$ cat src/rtl/walsh_synth_pkg.sv
package walsh_synth_pkg;
  typedef struct packed {
    logic load;   // capture a new sample this cycle
    logic clear;  // block disabled: force outputs to zero
    logic first;  // current position is the start of a period
  } synthStrobe_t;
endpackage

$ cat src/rtl/walsh_synth_ctrl.sv
module walsh_synth_ctrl
  import walsh_synth_pkg::*;
#(
  parameter int NUM_SAMPLES = 8,
  localparam int LOG2S = $clog2(NUM_SAMPLES)
) (
  input  logic             clk,
  input  logic             rst_n,
  input  logic             enable,
  input  logic             sampleStrobe,
  output logic [LOG2S-1:0] pos,
  output synthStrobe_t     strobes
);
  localparam logic [LOG2S-1:0] LAST_POS = LOG2S'(NUM_SAMPLES - 1);

  always_ff @(posedge clk or negedge rst_n) begin
    if (!rst_n) begin
      pos <= '0;
    end else if (!enable) begin
      pos <= '0;
    end else if (sampleStrobe) begin
      pos <= (pos == LAST_POS) ? '0 : pos + 1'b1;
    end
  end

  always_comb begin
    strobes.load  = enable & sampleStrobe;
    strobes.clear = ~enable;
    strobes.first = (pos == '0);
  end
endmodule

$ cat src/rtl/walsh_sign_gen.sv
module walsh_sign_gen #(
  parameter int NUM_SAMPLES = 8,
  localparam int LOG2S = $clog2(NUM_SAMPLES)
) (
  input  logic [LOG2S-1:0]       pos,
  output logic [NUM_SAMPLES-1:0] negMask
);
  // radWave[i] is the Rademacher wave of order i+1: it is negative when
  // position bit (LOG2S-1-i) is set.
  logic [LOG2S-1:0] radWave;

  for (genvar i = 0; i < LOG2S; i++) begin : g_rad
    assign radWave[i] = pos[LOG2S-1-i];
  end

  // Walsh index n multiplies the Rademacher waves picked by its bits.
  for (genvar n = 0; n < NUM_SAMPLES; n++) begin : g_walsh
    localparam logic [LOG2S-1:0] IDX = LOG2S'(n);
    assign negMask[n] = ^(IDX & radWave);
  end
endmodule

$ cat src/rtl/walsh_synth_dp.sv
module walsh_synth_dp
  import walsh_synth_pkg::*;
#(
  parameter int NUM_SAMPLES = 8,
  parameter int COEF_W = 19,
  parameter int OUT_W = 15,
  localparam int LOG2S = $clog2(NUM_SAMPLES),
  localparam int ACC_W = COEF_W + LOG2S
) (
  input  logic                          clk,
  input  logic                          rst_n,
  input  synthStrobe_t                  strobes,
  input  logic [NUM_SAMPLES-1:0]        negMask,
  input  logic [NUM_SAMPLES*COEF_W-1:0] coefVec,
  output logic [ACC_W-1:0]              rawSum,
  output logic [OUT_W-1:0]              sampleOut,
  output logic                          periodStart
);
  logic [ACC_W-1:0] termExt [NUM_SAMPLES];

  for (genvar n = 0; n < NUM_SAMPLES; n++) begin : g_term
    logic [COEF_W-1:0] coef;
    assign coef       = coefVec[n*COEF_W +: COEF_W];
    assign termExt[n] = {{LOG2S{coef[COEF_W-1]}}, coef};
  end

  always_comb begin
    rawSum = '0;
    for (int n = 0; n < NUM_SAMPLES; n++) begin
      rawSum = negMask[n] ? rawSum - termExt[n] : rawSum + termExt[n];
    end
  end

  always_ff @(posedge clk or negedge rst_n) begin
    if (!rst_n) begin
      sampleOut   <= '0;
      periodStart <= 1'b0;
    end else if (strobes.clear) begin
      sampleOut   <= '0;
      periodStart <= 1'b0;
    end else if (strobes.load) begin
      sampleOut   <= rawSum[LOG2S +: OUT_W];
      periodStart <= strobes.first;
    end
  end
endmodule

$ cat src/rtl/walsh_synth.sv
module walsh_synth
  import walsh_synth_pkg::*;
#(
  parameter int NUM_SAMPLES = 8,
  parameter int IN_W = 8,
  localparam int LOG2S = $clog2(NUM_SAMPLES),
  localparam int OUT_W = 2 * (IN_W - 1) + 1,
  localparam int COEF_W = OUT_W + LOG2S + 1,
  localparam int ACC_W = COEF_W + LOG2S
) (
  input  logic                          clk,
  input  logic                          rst_n,
  input  logic                          enable,
  input  logic                          sampleStrobe,
  input  logic [NUM_SAMPLES*COEF_W-1:0] coefVec,
  output logic [OUT_W-1:0]              sampleOut,
  output logic [LOG2S-1:0]              samplePos,
  output logic                          periodStart
);
  synthStrobe_t           strobes;
  logic [NUM_SAMPLES-1:0] negMask;
  logic [ACC_W-1:0]       rawSum;

  walsh_synth_ctrl #(.NUM_SAMPLES(NUM_SAMPLES)) u_ctrl (
    .clk(clk), .rst_n(rst_n), .enable(enable), .sampleStrobe(sampleStrobe),
    .pos(samplePos), .strobes(strobes)
  );

  walsh_sign_gen #(.NUM_SAMPLES(NUM_SAMPLES)) u_sign (
    .pos(samplePos), .negMask(negMask)
  );

  walsh_synth_dp #(.NUM_SAMPLES(NUM_SAMPLES), .COEF_W(COEF_W), .OUT_W(OUT_W)) u_dp (
    .clk(clk), .rst_n(rst_n), .strobes(strobes), .negMask(negMask),
    .coefVec(coefVec), .rawSum(rawSum), .sampleOut(sampleOut),
    .periodStart(periodStart)
  );
endmodule

$ cat config.mk
export PLATFORM = sky130hd
export DESIGN_NAME = walsh_synth
export DESIGN_NICKNAME = d
export VERILOG_FILES = /design/src/rtl/walsh_synth_pkg.sv /design/src/rtl/walsh_synth_ctrl.sv /design/src/rtl/walsh_sign_gen.sv /design/src/rtl/walsh_synth_dp.sv /design/src/rtl/walsh_synth.sv
export SDC_FILE = /design/constraint.sdc
export NUM_CORES = 1
export LEC_CHECK = 0
export ABC_AREA = 1
export BUFFER_PORTS_ARGS = -buffer_cell sky130_fd_sc_hd__buf_2
export CORE_AREA = 4 4 129 131
export CTS_BUF_LIST = sky130_fd_sc_hd__clkbuf_4 sky130_fd_sc_hd__clkbuf_8 sky130_fd_sc_hd__clkbuf_16
export DETAILED_ROUTE_END_ITERATION = 10
export DIE_AREA = 0 0 133 135
export PLACE_DENSITY = 0.83
export SYNTH_ARGS = -nofsm -noshare
export SYNTH_HDL_FRONTEND = slang
export SYNTH_SLANG_ARGS = --single-unit
$ cat constraint.sdc
create_clock -name clk -period 10.8 [get_ports clk]
set_input_delay 0.54 -clock clk [delete_from_list [all_inputs] [get_ports clk]]
set_output_delay 0.54 -clock clk [all_outputs]
set_load 0.01 [all_outputs]
==> metrics.cfg, run 1 <==
[synth]
syn_inst = 1455
async_reset_ff_share_pct = 100
synth_edf_count = 0
avgSynthCellArea_um2 = 6.20
ys_ff_latch = 19
netlist_area_mm2 = 0.00901
synth-main-ff-cell = dfrtp_1
synth.distinct_cells = 53
synth_warnings = 0
synthesis.nets = 1745
ys_seq_area_share_pct = 5.27

[job]
max_cap_violations = 0

[floorplanning]
die_x_um = 133
pin_count = 175
initial_core_util_pct = 57.8
fp.dieH_um = 135
core_mm2 = 0.0156
fp-row-count = 46
die-area_mm2 = 0.0180

[clock_tree]
hold_buffers = 0
clock_sinks = 19
ctsRootBufferMaster = clkbuf_16
htreeDepth = 1
ctsResizeCount = 0
clkSlewWorstSetupHoldPaths_ns = 0.05
cts_buffer_depth = 2
cts_tree = yes
cts_buffers = 3
clock_latency_ns = 0.25
post_cts_buffers = 0

[drt]
num_vias = 9581
drc = 0
wl_per_cell_um = 12.7
drt-initial-drc-count = 515
dr.pass1.iters = 5
wirelength_um = 23300
vias_per_cell = 5.23
final_antenna_net_count = 0

[critical_path]
r2r-end = u_dp.sampleOut[14]
r2r-start = u_ctrl.pos[2]
r2r_cells = 55
start_kind = flip-flop
critPathMaxStageDelay_ns = 0.63
r2r_slack_ns = 0.96
cp_slowest_cell = dfrtp_1
crit_fanout = 15
worstSetupPathType = flip-flop to flip-flop
path_buf_inv = 7
arrival_ns = 9.97
critPathRequiredTime_ns = 10.94
endpoint_kind = flip-flop
cp_top_family = compound AO/OA/AOI/OAI gates

[global_route]
grt_pass1_wl_um = 38700
first_global_vias = 8847
grt_antenna_before_repair = 0
grt_usage_pct = 25.0
grt_start_max_net_pins = 20
grt-ovfl-total = 0

[timing]
setup_viol = 0
grt_setup_unrepaired = no
slew_violations = 0
skew_ns = 0.00152
hold_violations = 0
min_period_ns = 9.84
relSlewSlack_pct = 24.2
setup_tns_ns = 0
timing.final.crit_share_pct = 91.1
max_freq_mhz = 102
worstMarginPinSlew_ns = 1.13

[placed_design]
dpl.hpwl_um = 20600
place.port_buffers = 166
gp_congestion = 0.936

[final_layout]
nNetsFinal = 1906
layout_common_cells = 306 x nand2_1, 236 x inv_1, 166 x buf_2
areaGrowthSynthToFinish_pct = 12.4
layout-drive-gt1-share_pct = 13.1
antenna_cells = 0
final_common_cell = nand2_1

[hold_path]
hold_class = primary input to asynchronous set/reset pin

[outcome]
status = complete, no violations

-- state kept, by name, summed over array words and instances, names as in the netlist --
name and count:
u_ctrl.pos 3, u_dp.sampleOut 15, u_dp.periodStart 1
-- layout make-up --
| type | instances | area (um2) |
|---|---|---|
| Sequential cell | 19 | 475 |
| Timing Repair Buffer | 167 | 838 |
| Multi-Input combinational cell | 1183 | 7550 |
| Tap cell | 216 | 270 |
| Fill cell | 1533 | 5470 |
| Clock buffer | 4 | 82.6 |
| Inverter | 242 | 911 |
-- synth_stat cells (all sizes together), types with 2 or more instances --
cell type  instances  area (um2)
a31oi             17         106
a32o               2        20.0
nor2             137         527
a21o              12        90.1
clkbuf             7        36.3
nand2            316        1220
inv              242         911
a211oi             3        22.5
nor4               4        46.3
fa                 6         120
nand4             18         113
buf                4        41.3
nand3b             3        22.5
o21ai             77         385
o211ai             7        52.6
xnor2             67         587
o41ai              4        35.0
a31o               2        17.5
dfrtp             19         475
xor2             134        1190
or2                5        31.3
o21bai             5        37.5
nor3b              3        27.5
o31ai             19         148
nand3             57         290
nor3              31         185
a21boi             4        33.8
a21oi            116         581
ha               128        1600
-- stage by stage --
step           std cells  hold slack, ns  util [%]  instance area [um2]  worst slack, ns
6_report            1831           0.216      64.9                10100            0.964
5_1_grt             1831           0.255      64.9                10100            0.142
3_3_place_gp        1827           0.458      64.4                10000             1.23
3_5_place_dp        1827           0.467      64.4                10000            0.973
2_1_floorplan       1455           0.244         -                 9010             2.22
4_1_cts             1831           0.231      64.9                10100             1.08
-- metal layers --
layer	up-vias	routed length [um]	GRT usage, %
met5	-	0	0
met4	0	361	3.98
met3	25	1230	1.49
met2	245	10900	44.8
met1	4216	10800	33.8
li1	5095	-	-
-- worst max path at each step --
stage / depth (start not counted) / startpoint / slack, ns / endpoint
5_1_grt: 55 / u_ctrl.pos[2] / 0.14 / u_dp.sampleOut[14]
4_1_cts: 55 / u_ctrl.pos[2] / 1.08 / u_dp.sampleOut[14]
3_3_place_gp: 56 / coefVec[19] / 1.23 / u_dp.sampleOut[14]
6_report: 55 / u_ctrl.pos[2] / 0.96 / u_dp.sampleOut[14]
2_1_floorplan: 56 / u_ctrl.pos[2] / 2.22 / u_dp.sampleOut[14]
3_5_place_dp: 58 / coefVec[19] / 0.97 / u_dp.sampleOut[14]
-- logic make-up (layout without fill, tap and decap cells) --
family | Yosys count | after routing | share of synthesized area, %
AND/OR/NAND/NOR | 575 | 575 | 27.4
AO/OA/AOI/OAI | 273 | 273 | 17.5
buffers and inverters | 253 | 413 | 11.0
XOR/XNOR | 201 | 201 | 19.7
adder cells (fa/ha/maj) | 134 | 134 | 19.1
flip-flops | 19 | 19 | 5.27
Power of run 1 is left out: the tool's default activity adds up to more than one toggle a clock period on the data nets, which glitch-free logic cannot reach.
==> run 2, diff against run 1 <==
- CORE_AREA: 4 4 129 131 -> 4 4 136 138
- DIE_AREA: 0 0 133 135 -> 0 0 140 142
- PLACE_DENSITY: 0.83 -> 0.79
- clock period: 10.8 -> 7.9 ns (I/O delays scaled with it)
==> run 2 against run 1 <==
  * The run now ends with negative setup slack left
  * Worst hold slack worse by 0.14 ns
  * Global-route usage is 3.5 points higher
  * Non-clock buffer count increased by 269
  * Critical path type unchanged
  * Largest cell class unchanged
  * Highest routed layer unchanged
==> metrics.cfg, run 2 (synthesized netlist as in run 1, its figures left out) <==
[outcome]
status = finished with violations
violations = negative setup slack

[global_route]
grt-ovfl-total = 0
first_global_vias = 11200
grt_usage_pct = 28.5
grt_start_max_net_pins = 20
grt_pass1_wl_um = 48600
grt_antenna_before_repair = 2

[final_layout]
fillers = 1135
nNetsFinal = 2175
reg_top3 = u_dp.sampleOut x15, u_ctrl.pos x3, u_dp.periodStart x1
largest_reg_flops = 15
layout-drive-gt1-share_pct = 33.2
top_register = u_dp.sampleOut
layout_common_cells = 288 x nand2_1, 262 x buf_4, 222 x inv_1
areaGrowthSynthToFinish_pct = 46.0
postLayoutCoreUtil_pct = 76.6
final_common_cell = nand2_1

[clock_tree]
clock_sinks = 19
cts_buffer_depth = 2
hold_buffers = 0
clkSlewWorstSetupHoldPaths_ns = 0.05
clock_latency_ns = 0.25
htreeDepth = 1
ctsRootBufferMaster = clkbuf_16
cts_tree = yes
cts_buffers = 3

[critical_path]
start_kind = flip-flop
arrival_ns = 9.16
endpoint_kind = flip-flop
r2r_cells = 53
critPathMaxStageDelay_ns = 0.56
r2r-end = u_dp.sampleOut[14]
worstSetupPathType = flip-flop to flip-flop
r2r-start = u_ctrl.pos[2]
critPathRequiredTime_ns = 8.04
crit_fanout = 5
cp_slowest_cell = fa_2
r2r_slack_ns = -1.12

[floorplanning]
die-area_mm2 = 0.0199
initial_core_util_pct = 52.5
core_mm2 = 0.0172
fp.dieH_um = 142
fp-row-count = 48
pin_count = 175
die_x_um = 140

[drt]
drc = 0
dr.pass1.iters = 9
drt-initial-drc-count = 1202
num_vias = 12100
wirelength_um = 36400
vias_per_cell = 5.73
wl_per_cell_um = 17.2
final_antenna_net_count = 0

[placed_design]
place.port_buffers = 166
gp_congestion = 0.971
dpl.hpwl_um = 23600
place_ws_ns = -0.983

[timing]
max_freq_mhz = 111
worstMarginPinSlew_ns = 1.20
relSlewSlack_pct = 19.4
slew_violations = 0
hold_violations = 0
fin_hold_ws_ns = 0.0763
setup_tns_ns = -4.19
min_period_ns = 9.02
fin_ws_ns = -1.12
grt_setup_unrepaired = yes
skew_ns = 0.00258
setup_viol = 8
timing.final.crit_share_pct = 114

[hold_path]
hold_class = primary input to asynchronous set/reset pin

[job]
max_cap_violations = 0

-- run 2: what timing repair did --
| action | CTS | global route |
|---|---|---|
| gates resized for setup | 60 | 124 |
| pin swaps | 55 | 88 |
| endpoints found under the setup margin | 7 | 9 |
| buffers inserted | 44 | 16 |
| cloned | 0 | 0 |
-- run 2: how the worst max path moves through the flow --
| stage | start | to | slack (ns) | cells after the start |
|---|---|---|---|---|
| 3_3_place_gp | coefVec[19] | u_dp.sampleOut[14] | -0.68 | 58 |
| 3_5_place_dp | coefVec[19] | u_dp.sampleOut[14] | -0.98 | 59 |
| 5_1_grt | u_ctrl.pos[2] | u_dp.sampleOut[14] | -1.47 | 50 |
| 6_report | u_ctrl.pos[2] | u_dp.sampleOut[14] | -1.12 | 53 |
| 4_1_cts | coefVec[20] | u_dp.sampleOut[14] | -0.61 | 58 |
| 2_1_floorplan | u_ctrl.pos[2] | u_dp.sampleOut[14] | -0.12 | 56 |
-- run 2: through the flow --
stage,instances,cell area [um2]
floorplan,1455,9080
global placement,2048,11700
detailed placement,2048,11700
CTS,2095,12400
global route,2111,13200
finish,2112,13200
-- run 2: cell type report --
class | instances | area [um2] | area share [%]
Timing Repair Buffer | 436 | 2900 | 22.0
Antenna cell | 3 | 7.51 | 0.0570
Multi-Input combinational cell | 1183 | 8500 | 64.6
Clock buffer | 4 | 82.6 | 0.627
Inverter | 242 | 913 | 6.94
Tap cell | 225 | 282 | 2.14
Sequential cell | 19 | 477 | 3.62
-- run 2: layer usage --
layer	GRT usage, %	wire length, um
met5	0	0
met2	52.8	16900
met1	35.0	13800
met4	10.1	2620
met3	1.81	3070
-- run 2: critical path: cells and delay by family, from the launching register on --
family,cells,cell delay (ns)
and+or+nand+nor,22,2.51
adders and majority gates,7,2.46
buffers and inverters,11,1.18
AOI/OAI and AO/OA,7,1.16
xor gates and xnor gates,6,1.14
DFF,1,0.47
Power of run 2 is left out for the same reason.
